<file path="src/rtl/pred_pkg.sv">
package pred_pkg;
  localparam int unsigned PRED_N  = 64;
  localparam int unsigned PRED_IW = $clog2(PRED_N);

  typedef enum logic [1:0] {
    GATE_IDLE   = 2'd0,
    GATE_EXEC   = 2'd1,
    GATE_SQUASH = 2'd2
  } gate_e;
endpackage

</file>
<file path="src/rtl/pred_bank.sv">
module pred_bank #(
  parameter int unsigned NUM_PRED = 64,
  localparam int unsigned IDX_W = $clog2(NUM_PRED)
) (
  input  logic             clk,
  input  logic             rst,
  input  logic             wa_en,
  input  logic [IDX_W-1:0] wa_idx,
  input  logic             wa_val,
  input  logic             wb_en,
  input  logic [IDX_W-1:0] wb_idx,
  input  logic [IDX_W-1:0] rd_idx,
  output logic             rd_bit
);
  logic [NUM_PRED-1:0] bits;

  for (genvar i = 0; i < NUM_PRED; i++) begin : g_cell
    if (i == 0) begin : g_true
      assign bits[i] = 1'b1;
    end else begin : g_flop
      logic q;
      always_ff @(posedge clk) begin
        if (rst)
          q <= 1'b0;
        else if (wa_en && wa_idx == IDX_W'(i))
          q <= wa_val;
        else if (wb_en && wb_idx == IDX_W'(i))
          q <= ~wa_val;
      end
      assign bits[i] = q;
    end
  end

  assign rd_bit = bits[rd_idx];
endmodule

</file>
<file path="src/rtl/pred_fwd.sv">
module pred_fwd #(
  parameter int unsigned IDX_W = 6
) (
  input  logic             wa_en,
  input  logic [IDX_W-1:0] wa_idx,
  input  logic             wa_val,
  input  logic             wb_en,
  input  logic [IDX_W-1:0] wb_idx,
  input  logic [IDX_W-1:0] rd_idx,
  input  logic             bank_bit,
  output logic             eff_bit
);
  logic zero_sel;
  assign zero_sel = (rd_idx == '0);

  always_comb begin
    if (zero_sel)
      eff_bit = 1'b1;
    else if (wa_en && wa_idx == rd_idx)
      eff_bit = wa_val;
    else if (wb_en && wb_idx == rd_idx)
      eff_bit = ~wa_val;
    else
      eff_bit = bank_bit;
  end
endmodule

</file>
<file path="src/rtl/pred_gate_ctl.sv">
module pred_gate_ctl
  import pred_pkg::*;
(
  input  logic clk,
  input  logic rst,
  input  logic valid,
  input  logic pred_bit,
  output logic exec_ok,
  output logic squash
);
  gate_e state_q, state_d;

  always_comb begin
    if (!valid)
      state_d = GATE_IDLE;
    else if (pred_bit)
      state_d = GATE_EXEC;
    else
      state_d = GATE_SQUASH;
  end

  always_ff @(posedge clk) begin
    if (rst)
      state_q <= GATE_IDLE;
    else
      state_q <= state_d;
  end

  assign exec_ok = (state_q == GATE_EXEC);
  assign squash  = (state_q == GATE_SQUASH);
endmodule

</file>
<file path="src/rtl/pred_gate_file.sv">
module pred_gate_file #(
  parameter int unsigned NUM_PRED = pred_pkg::PRED_N,
  localparam int unsigned IDX_W = $clog2(NUM_PRED)
) (
  input  logic             clk,
  input  logic             rst,
  input  logic             cmp_wr_en,
  input  logic [IDX_W-1:0] cmp_idx,
  input  logic             cmp_val,
  input  logic             cmp_wr2_en,
  input  logic [IDX_W-1:0] cmp_idx2,
  input  logic             iss_valid,
  input  logic [IDX_W-1:0] iss_idx,
  output logic             exec_ok,
  output logic             squash
);
  logic bank_bit;
  logic eff_bit;

  pred_bank #(.NUM_PRED(NUM_PRED)) u_bank (
    .clk    (clk),
    .rst    (rst),
    .wa_en  (cmp_wr_en),
    .wa_idx (cmp_idx),
    .wa_val (cmp_val),
    .wb_en  (cmp_wr2_en),
    .wb_idx (cmp_idx2),
    .rd_idx (iss_idx),
    .rd_bit (bank_bit)
  );

  pred_fwd #(.IDX_W(IDX_W)) u_fwd (
    .wa_en    (cmp_wr_en),
    .wa_idx   (cmp_idx),
    .wa_val   (cmp_val),
    .wb_en    (cmp_wr2_en),
    .wb_idx   (cmp_idx2),
    .rd_idx   (iss_idx),
    .bank_bit (bank_bit),
    .eff_bit  (eff_bit)
  );

  pred_gate_ctl u_ctl (
    .clk      (clk),
    .rst      (rst),
    .valid    (iss_valid),
    .pred_bit (eff_bit),
    .exec_ok  (exec_ok),
    .squash   (squash)
  );
endmodule

</file>
<file path="config.mk">
export PLATFORM = sky130hd
export DESIGN_NAME = pred_gate_file
export DESIGN_NICKNAME = d
export VERILOG_FILES = /design/src/rtl/pred_pkg.sv /design/src/rtl/pred_bank.sv /design/src/rtl/pred_fwd.sv /design/src/rtl/pred_gate_ctl.sv /design/src/rtl/pred_gate_file.sv
export SDC_FILE = /design/constraint.sdc
export NUM_CORES = 1
export LEC_CHECK = 0
export ABC_AREA = 1
export ABC_CLOCK_PERIOD_IN_PS = 1400
export BUFFER_PORTS_ARGS = -buffer_cell sky130_fd_sc_hd__buf_2
export CELL_PAD_IN_SITES_DETAIL_PLACEMENT = 0
export CELL_PAD_IN_SITES_GLOBAL_PLACEMENT = 2
export CORE_MARGIN = 1
export CORE_UTILIZATION = 30
export CTS_CLUSTER_SIZE = 40
export DETAILED_ROUTE_END_ITERATION = 10
export HOLD_SLACK_MARGIN = 0.08
export PLACE_DENSITY_LB_ADDON = 0.05
export SLEW_MARGIN = 15
export SYNTH_ARGS = -nofsm -noshare
export SYNTH_HDL_FRONTEND = slang
export SYNTH_SLANG_ARGS = --single-unit
</file>
<file path="constraint.sdc">
create_clock -name clk -period 1.4 [get_ports clk]
set_input_delay 0.28 -clock clk [delete_from_list [all_inputs] [get_ports clk]]
set_output_delay 0.28 -clock clk [all_outputs]
set_load 0.01 [all_outputs]
</file>
After elaboration in Yosys (flattened, before gate mapping) --
Index checks and enable logic that the tools add are counted.
Cells by class: magnitude comparators 1, equal/unequal tests 130, mux-type cells 132, bitwise gates (word level) 2, reductions and logical operators 193
Operators by type and width (count):
- 6-bit == test (second input constant) | 64
- 6-bit by 5-bit == test with 1-bit output (second input constant) | 32
- 1-bit 2-to-1 mux | 130
- 1-bit logical AND | 128
- 2-bit nonzero test | 63
- 6-bit by 4-bit == test with 1-bit output (second input constant) | 16
- 6-bit by 3-bit == test with 1-bit output (second input constant) | 8
- 6-bit by 2-bit == test with 1-bit output (second input constant) | 4
- 6-bit by 1-bit == test with 1-bit output (second input constant) | 2
- 6-bit == test | 2
- 6-bit by 7-bit < comparator with 1-bit output (second input constant) | 1
- 1-bit binary-select mux with 6-bit select | 1
- 6-bit zero test | 1
- 2-bit by 1-bit == test with 1-bit output (second input constant) | 1
- 2-bit == test (second input constant) | 1
- 2-bit 2-to-1 mux | 1
- 1-bit NOT | 2
- 2-bit OR reduction | 1
Storage, ports and cells: register bits 65, bits of input ports 24, output and inout port bits 2, logic and storage cells 522

Longest topological paths before layout --
word-level depth 6, gate-level depth with buffers 13, depth with buffers taken out 12

Modules after synthesis --
Synthesis repeated with hierarchy kept, for this count alone.
Unflattened totals: cell total of the unflattened synthesis 781, area, all modules 4564.4 um2
Modules (own cells, without submodules):
- pred_bank | instances 1, cells each 700, area an instance 4205.3 um2, seq. area each 1261.2 um2
- pred_fwd | instances 1, cells each 70, area an instance 285.3 um2, seq. area each 0.0 um2
- pred_gate_ctl | instances 1, cells each 11, area an instance 73.8 um2, seq. area each 40.0 um2

Least setup slack after synthesis --
No wires, ideal clock.
path kind in2reg, start point in cmp_wr2_en, end point reg u_bank.g_cell[12].g_flop.q, library setup time 0.116 ns, data arrival time 1.279 ns, required time 1.284 ns, slack 0.004 ns, stages on the path 8, path buffers 1, cell sequence inv_1 > nor3_4 > inv_2 > buf_6 > o21ai_0 > o311ai_1 > o211ai_1 > inv_1
Between the ends: word-level cells in the longest chain between the ends 2
Ends and longest elaborated chain:
- start: declaration | RTL line pred_gate_file.sv:10 | input logic cmp_wr2_en,
- 1-bit logical AND | RTL line pred_bank.sv:27 | else if (wb_en && wb_idx == IDX_W'(i))
- 2-bit nonzero test (no line)
- end signal: assignment | RTL line pred_bank.sv:26 | q <= wa_val;
- end signal: assignment | RTL line pred_bank.sv:28 | q <= ~wa_val;
- end: declaration | RTL line pred_bank.sv:21 | logic q;
No other way between the ends. A chain may end at the register's enable or synchronous reset.

Final worst setup path --
start point reg u_bank.g_cell[58].g_flop.q, end point reg u_ctl.state_q[1]
Between the ends: word-level cells in the longest chain between the ends 6
Ends and longest elaborated chain:
- start: declaration | RTL line pred_bank.sv:21
- start signal: assignment | RTL line pred_bank.sv:26
- start signal: assignment | RTL line pred_bank.sv:28
- 1-bit binary-select mux with 6-bit select | RTL line pred_bank.sv:34 | assign rd_bit = bits[rd_idx];
- 1-bit 2-to-1 mux (implied by the code) | RTL line pred_bank.sv:34
- 1-bit 2-to-1 mux | RTL line pred_fwd.sv:21 | else if (wb_en && wb_idx == rd_idx)
- 1-bit 2-to-1 mux | RTL line pred_fwd.sv:19 | else if (wa_en && wa_idx == rd_idx)
- 1-bit 2-to-1 mux | RTL line pred_fwd.sv:17 | if (zero_sel)
- 2-bit 2-to-1 mux | RTL line pred_gate_ctl.sv:16 | else if (pred_bit)
- end signal: assignment | RTL line pred_gate_ctl.sv:26 | state_q <= state_d;
- end: declaration | RTL line pred_gate_ctl.sv:11 | gate_e state_q, state_d;
No other way between the ends. The select of a mux whose other input is x is not followed.

==> impl_metrics.ini <==
[clock_tree]
clk_latency_ns = 0.35
cts_max_level = 3
clock_sinks = 65
cts_hold_buf = 0
cts_buffer_depth = 2
cts-root-buf = clkbuf_16
numCtsBuffers = 9
path_clk_slew_ns = 0.05
cts_tree = yes

[detailed_routing]
vias = 5497
drt-initial-drc-count = 508
routed_wl_mm = 19.8
wl_per_cell_um = 19.2
dr.pass1.iters = 5
vias_per_cell = 5.32
drtAntennaViolNets = 0
route.detailed.drc = 0

[setup_path]
end_kind = flip-flop
crit_arrival_ns = 1.54
rr_endpoint = u_ctl.state_q[1]$_SDFF_PP0_
timing.rr.start = u_bank.g_cell[58].g_flop.q$_SDFFE_PP0P_
ff2ff_path_depth = 11
max_stage_delay_ns = 0.36
crit_buf_inv = 0
cp-start-kind = flip-flop
crit_chain = nand2_1, nand2_1, nand2_1, nand3_1, nand3_1, nand3_1, nand3_1, nand3_1, nand2_1, nand2_1, nor2_1
r2r_slack_ns = 0.09
crit_path_max_fanout = 2
cp_slowest_cell = dfxtp_1
startpoint = u_bank.g_cell[58].g_flop.q$_SDFFE_PP0P_
required_ns = 1.63
path_class = reg2reg
cp_top_family = simple AND/OR/NAND/NOR gates

[min_path]
hold_path_depth = 3
holdPathEnd = u_ctl.state_q[1]$_SDFF_PP0_
hold_path_class = in2reg
worstHoldStart = iss_valid

[sta]
slew_headroom_pct = 72.8
fin_tns_setup_ns = 0
drv_slew = 0
setup_viol = 0
rsz0062_at_grt = true
tightest_slew_ns = 0.408
min_period_ns = 1.31
fmax_ghz = 0.766
layout_setup_ws_ns = 0.0943
hold_viol = 0
fin_crit_sh_pct = 93.3
fin_worst_skew_ns = 0.00757

[synthesis]
synth-seq-cells = 65
synth_cell_types = 32
ys_top_cells_by_area = dfxtp_1 (28%), nand2_1 (14%), inv_1 (9.6%)
ys_seq_area_share_pct = 28.1
synth_top_area_cell = dfxtp_1
avgSynthCellArea_um2 = 6.17
synth_nets = 775
ys_warn_count = 0
yosysTopAreaCellShare_pct = 28.1
synthCells = 751
syn_area_um2 = 4630

[power_and_ir_drop]
power_density_nw_per_um2 = 864
p_sw_mw = 1.52
clockPowerShare_pct = 45.7
vdd_drop_max_mv = 0.548
intPower_mw = 3.70
switching_share_pct = 29.2
total_leakage_power_nw = 2.64
p_seq_share_pct = 36.2
combPwrFrac_pct = 18.1

[layout]
drive_gt1_share_pct = 20.6
final_cell_mix = nand2_1 (174), inv_1 (117), buf_4 (82)
antennaDiodeCount = 0
post-route-cell-area_um2 = 6040
nNetsFinal = 865
final_common_cell = nand2_1
n_fill_cell = 1657
area_growth_syn_to_layout_pct = 30.3

[placed_design]
dp_hpwl_mm = 14.2
place_area_um2 = 5590
io_buffers = 25
place_congestion = 0.930
dp_slack_ns = -0.352

[global_route]
gr-total-overflow = 0
grt_usage_pct = 25.3
grt_pass1_vias = 5182
antenna_found_initial = 0
grt_pass1_wl_mm = 30.1
grt_max_degree = 54

[floorplanning]
fp-row-count = 45
ios = 26
core_um2 = 15100
die_h_um = 126
dieArea_um2 = 15900
start_util_pct = 30.6
die_width_um = 126

[run]
cap_viol_max_count = 0

[outcome]
status = finished, final reports clean
registers in the layout, summed over array words and instances, names as in the netlist:
| name | cells |
|---|---|
| u_bank.g_cell.g_flop.q | 63 |
| u_ctl.state_q | 2 |
power groups by stage:
| stage | combinational, mW | clock (mW) | sequential, mW |
|---|---|---|---|
| after floorplan | 0.444 | 0 | 1.92 |
| after global placement | 0.894 | 0 | 1.93 |
| after detailed placement | 0.893 | 0 | 1.93 |
| after CTS | 0.898 | 2.44 | 1.89 |
| after global routing | 1.02 | 2.51 | 1.89 |
| final | 0.945 | 2.39 | 1.89 |
stage by stage:
step	std cells	utilization, %	hold WS [ns]	total power, mW
after floorplan	751	-	0.358	2.37
after global placement	1014	36.9	0.473	2.82
after detailed placement	1014	36.9	0.479	2.82
after CTS	1030	39.0	0.221	5.22
after global routing	1034	39.9	0.237	5.42
final	1034	39.9	0.226	5.22
per-layer routing:
metal | wire length [um] | track usage (%) | up-vias
met2 | 8250 | 36.8 | 200
met1 | 9720 | 36.7 | 2567
met3 | 1430 | 4.68 | 30
met4 | 425 | 9.57 | 0
li1 | - | - | 2700
met5 | 0 | 0 | -
what timing repair did:
action | 4_1_cts | 5_1_grt
resized for setup | 1 | 28
pin swaps | 0 | 6
cloned | 0 | 1
setup endpoints to repair | 1 | 32
setup buffers | 0 | 3
worst max path at each step:
stage / endpoint / depth (start not counted)
after floorplan: u_bank.g_cell[12].g_flop.q$_SDFFE_PP0P_ / 8
after global placement: u_bank.g_cell[12].g_flop.q$_SDFFE_PP0P_ / 9
after detailed placement: u_bank.g_cell[9].g_flop.q$_SDFFE_PP0P_ / 9
after CTS: u_bank.g_cell[29].g_flop.q$_SDFFE_PP0P_ / 7
after global routing: u_bank.g_cell[39].g_flop.q$_SDFFE_PP0P_ / 10
final: u_ctl.state_q[1]$_SDFF_PP0_ / 11
worst register-to-register path, cell delays in order, from the launching register on:
cell	delay, ns
dfxtp_1	0.36
nand2_1	0.10
nand2_1	0.07
nand2_1	0.05
nand3_1	0.07
nand3_1	0.11
nand3_1	0.11
nand3_1	0.07
nand3_1	0.07
nand2_1	0.08
nand2_1	0.07
nor2_1	0.04
final cells by class:
cell class	count	area, um2	area share (%)
multi-input cells	514	2700	44.8
clock inverters	4	51.3	0.849
repair inverters	1	6.26	0.104
clock buffers	12	256	4.25
inverters	131	500	8.29
well taps	188	235	3.89
flip-flops and latches	65	1310	21.6
repair buffers	119	981	16.2
synthesized netlist by cell type:
cell type,instances
a31oi_1,11
o21ai_1,6
dfxtp_1,65
nor3_4,1
o22ai_1,6
nor2_1,75
o221ai_1,4
buf_4,2
nor3_2,7
o2111ai_1,1
a221oi_1,1
a211oi_1,15
nand4_1,1
buf_2,15
inv_2,10
clkinv_1,2
o211ai_1,36
o31ai_1,4
inv_1,119
a21oi_1,19
xnor2_1,2
a311oi_1,8
nand2_1,174
xor2_1,2
o311ai_1,22
nor3_1,2
o311ai_0,3
buf_6,4
o21ai_0,55
nand3_1,57
clkbuf_1,20
or2_2,2
cells by family (layout without fill, tap and decap cells):
logic type / count (synthesis) / in the layout / synth area share, %
AOI/OAI and AO/OA: 191 / 191 / 27.2
xor gates and xnor gates: 4 / 4 / 0.756
buffers and inverters: 172 / 267 / 15.1
DFF: 65 / 65 / 28.1
and+or+nand+nor: 319 / 319 / 28.8
No activity file was read; power rests on OpenSTA's default activity.
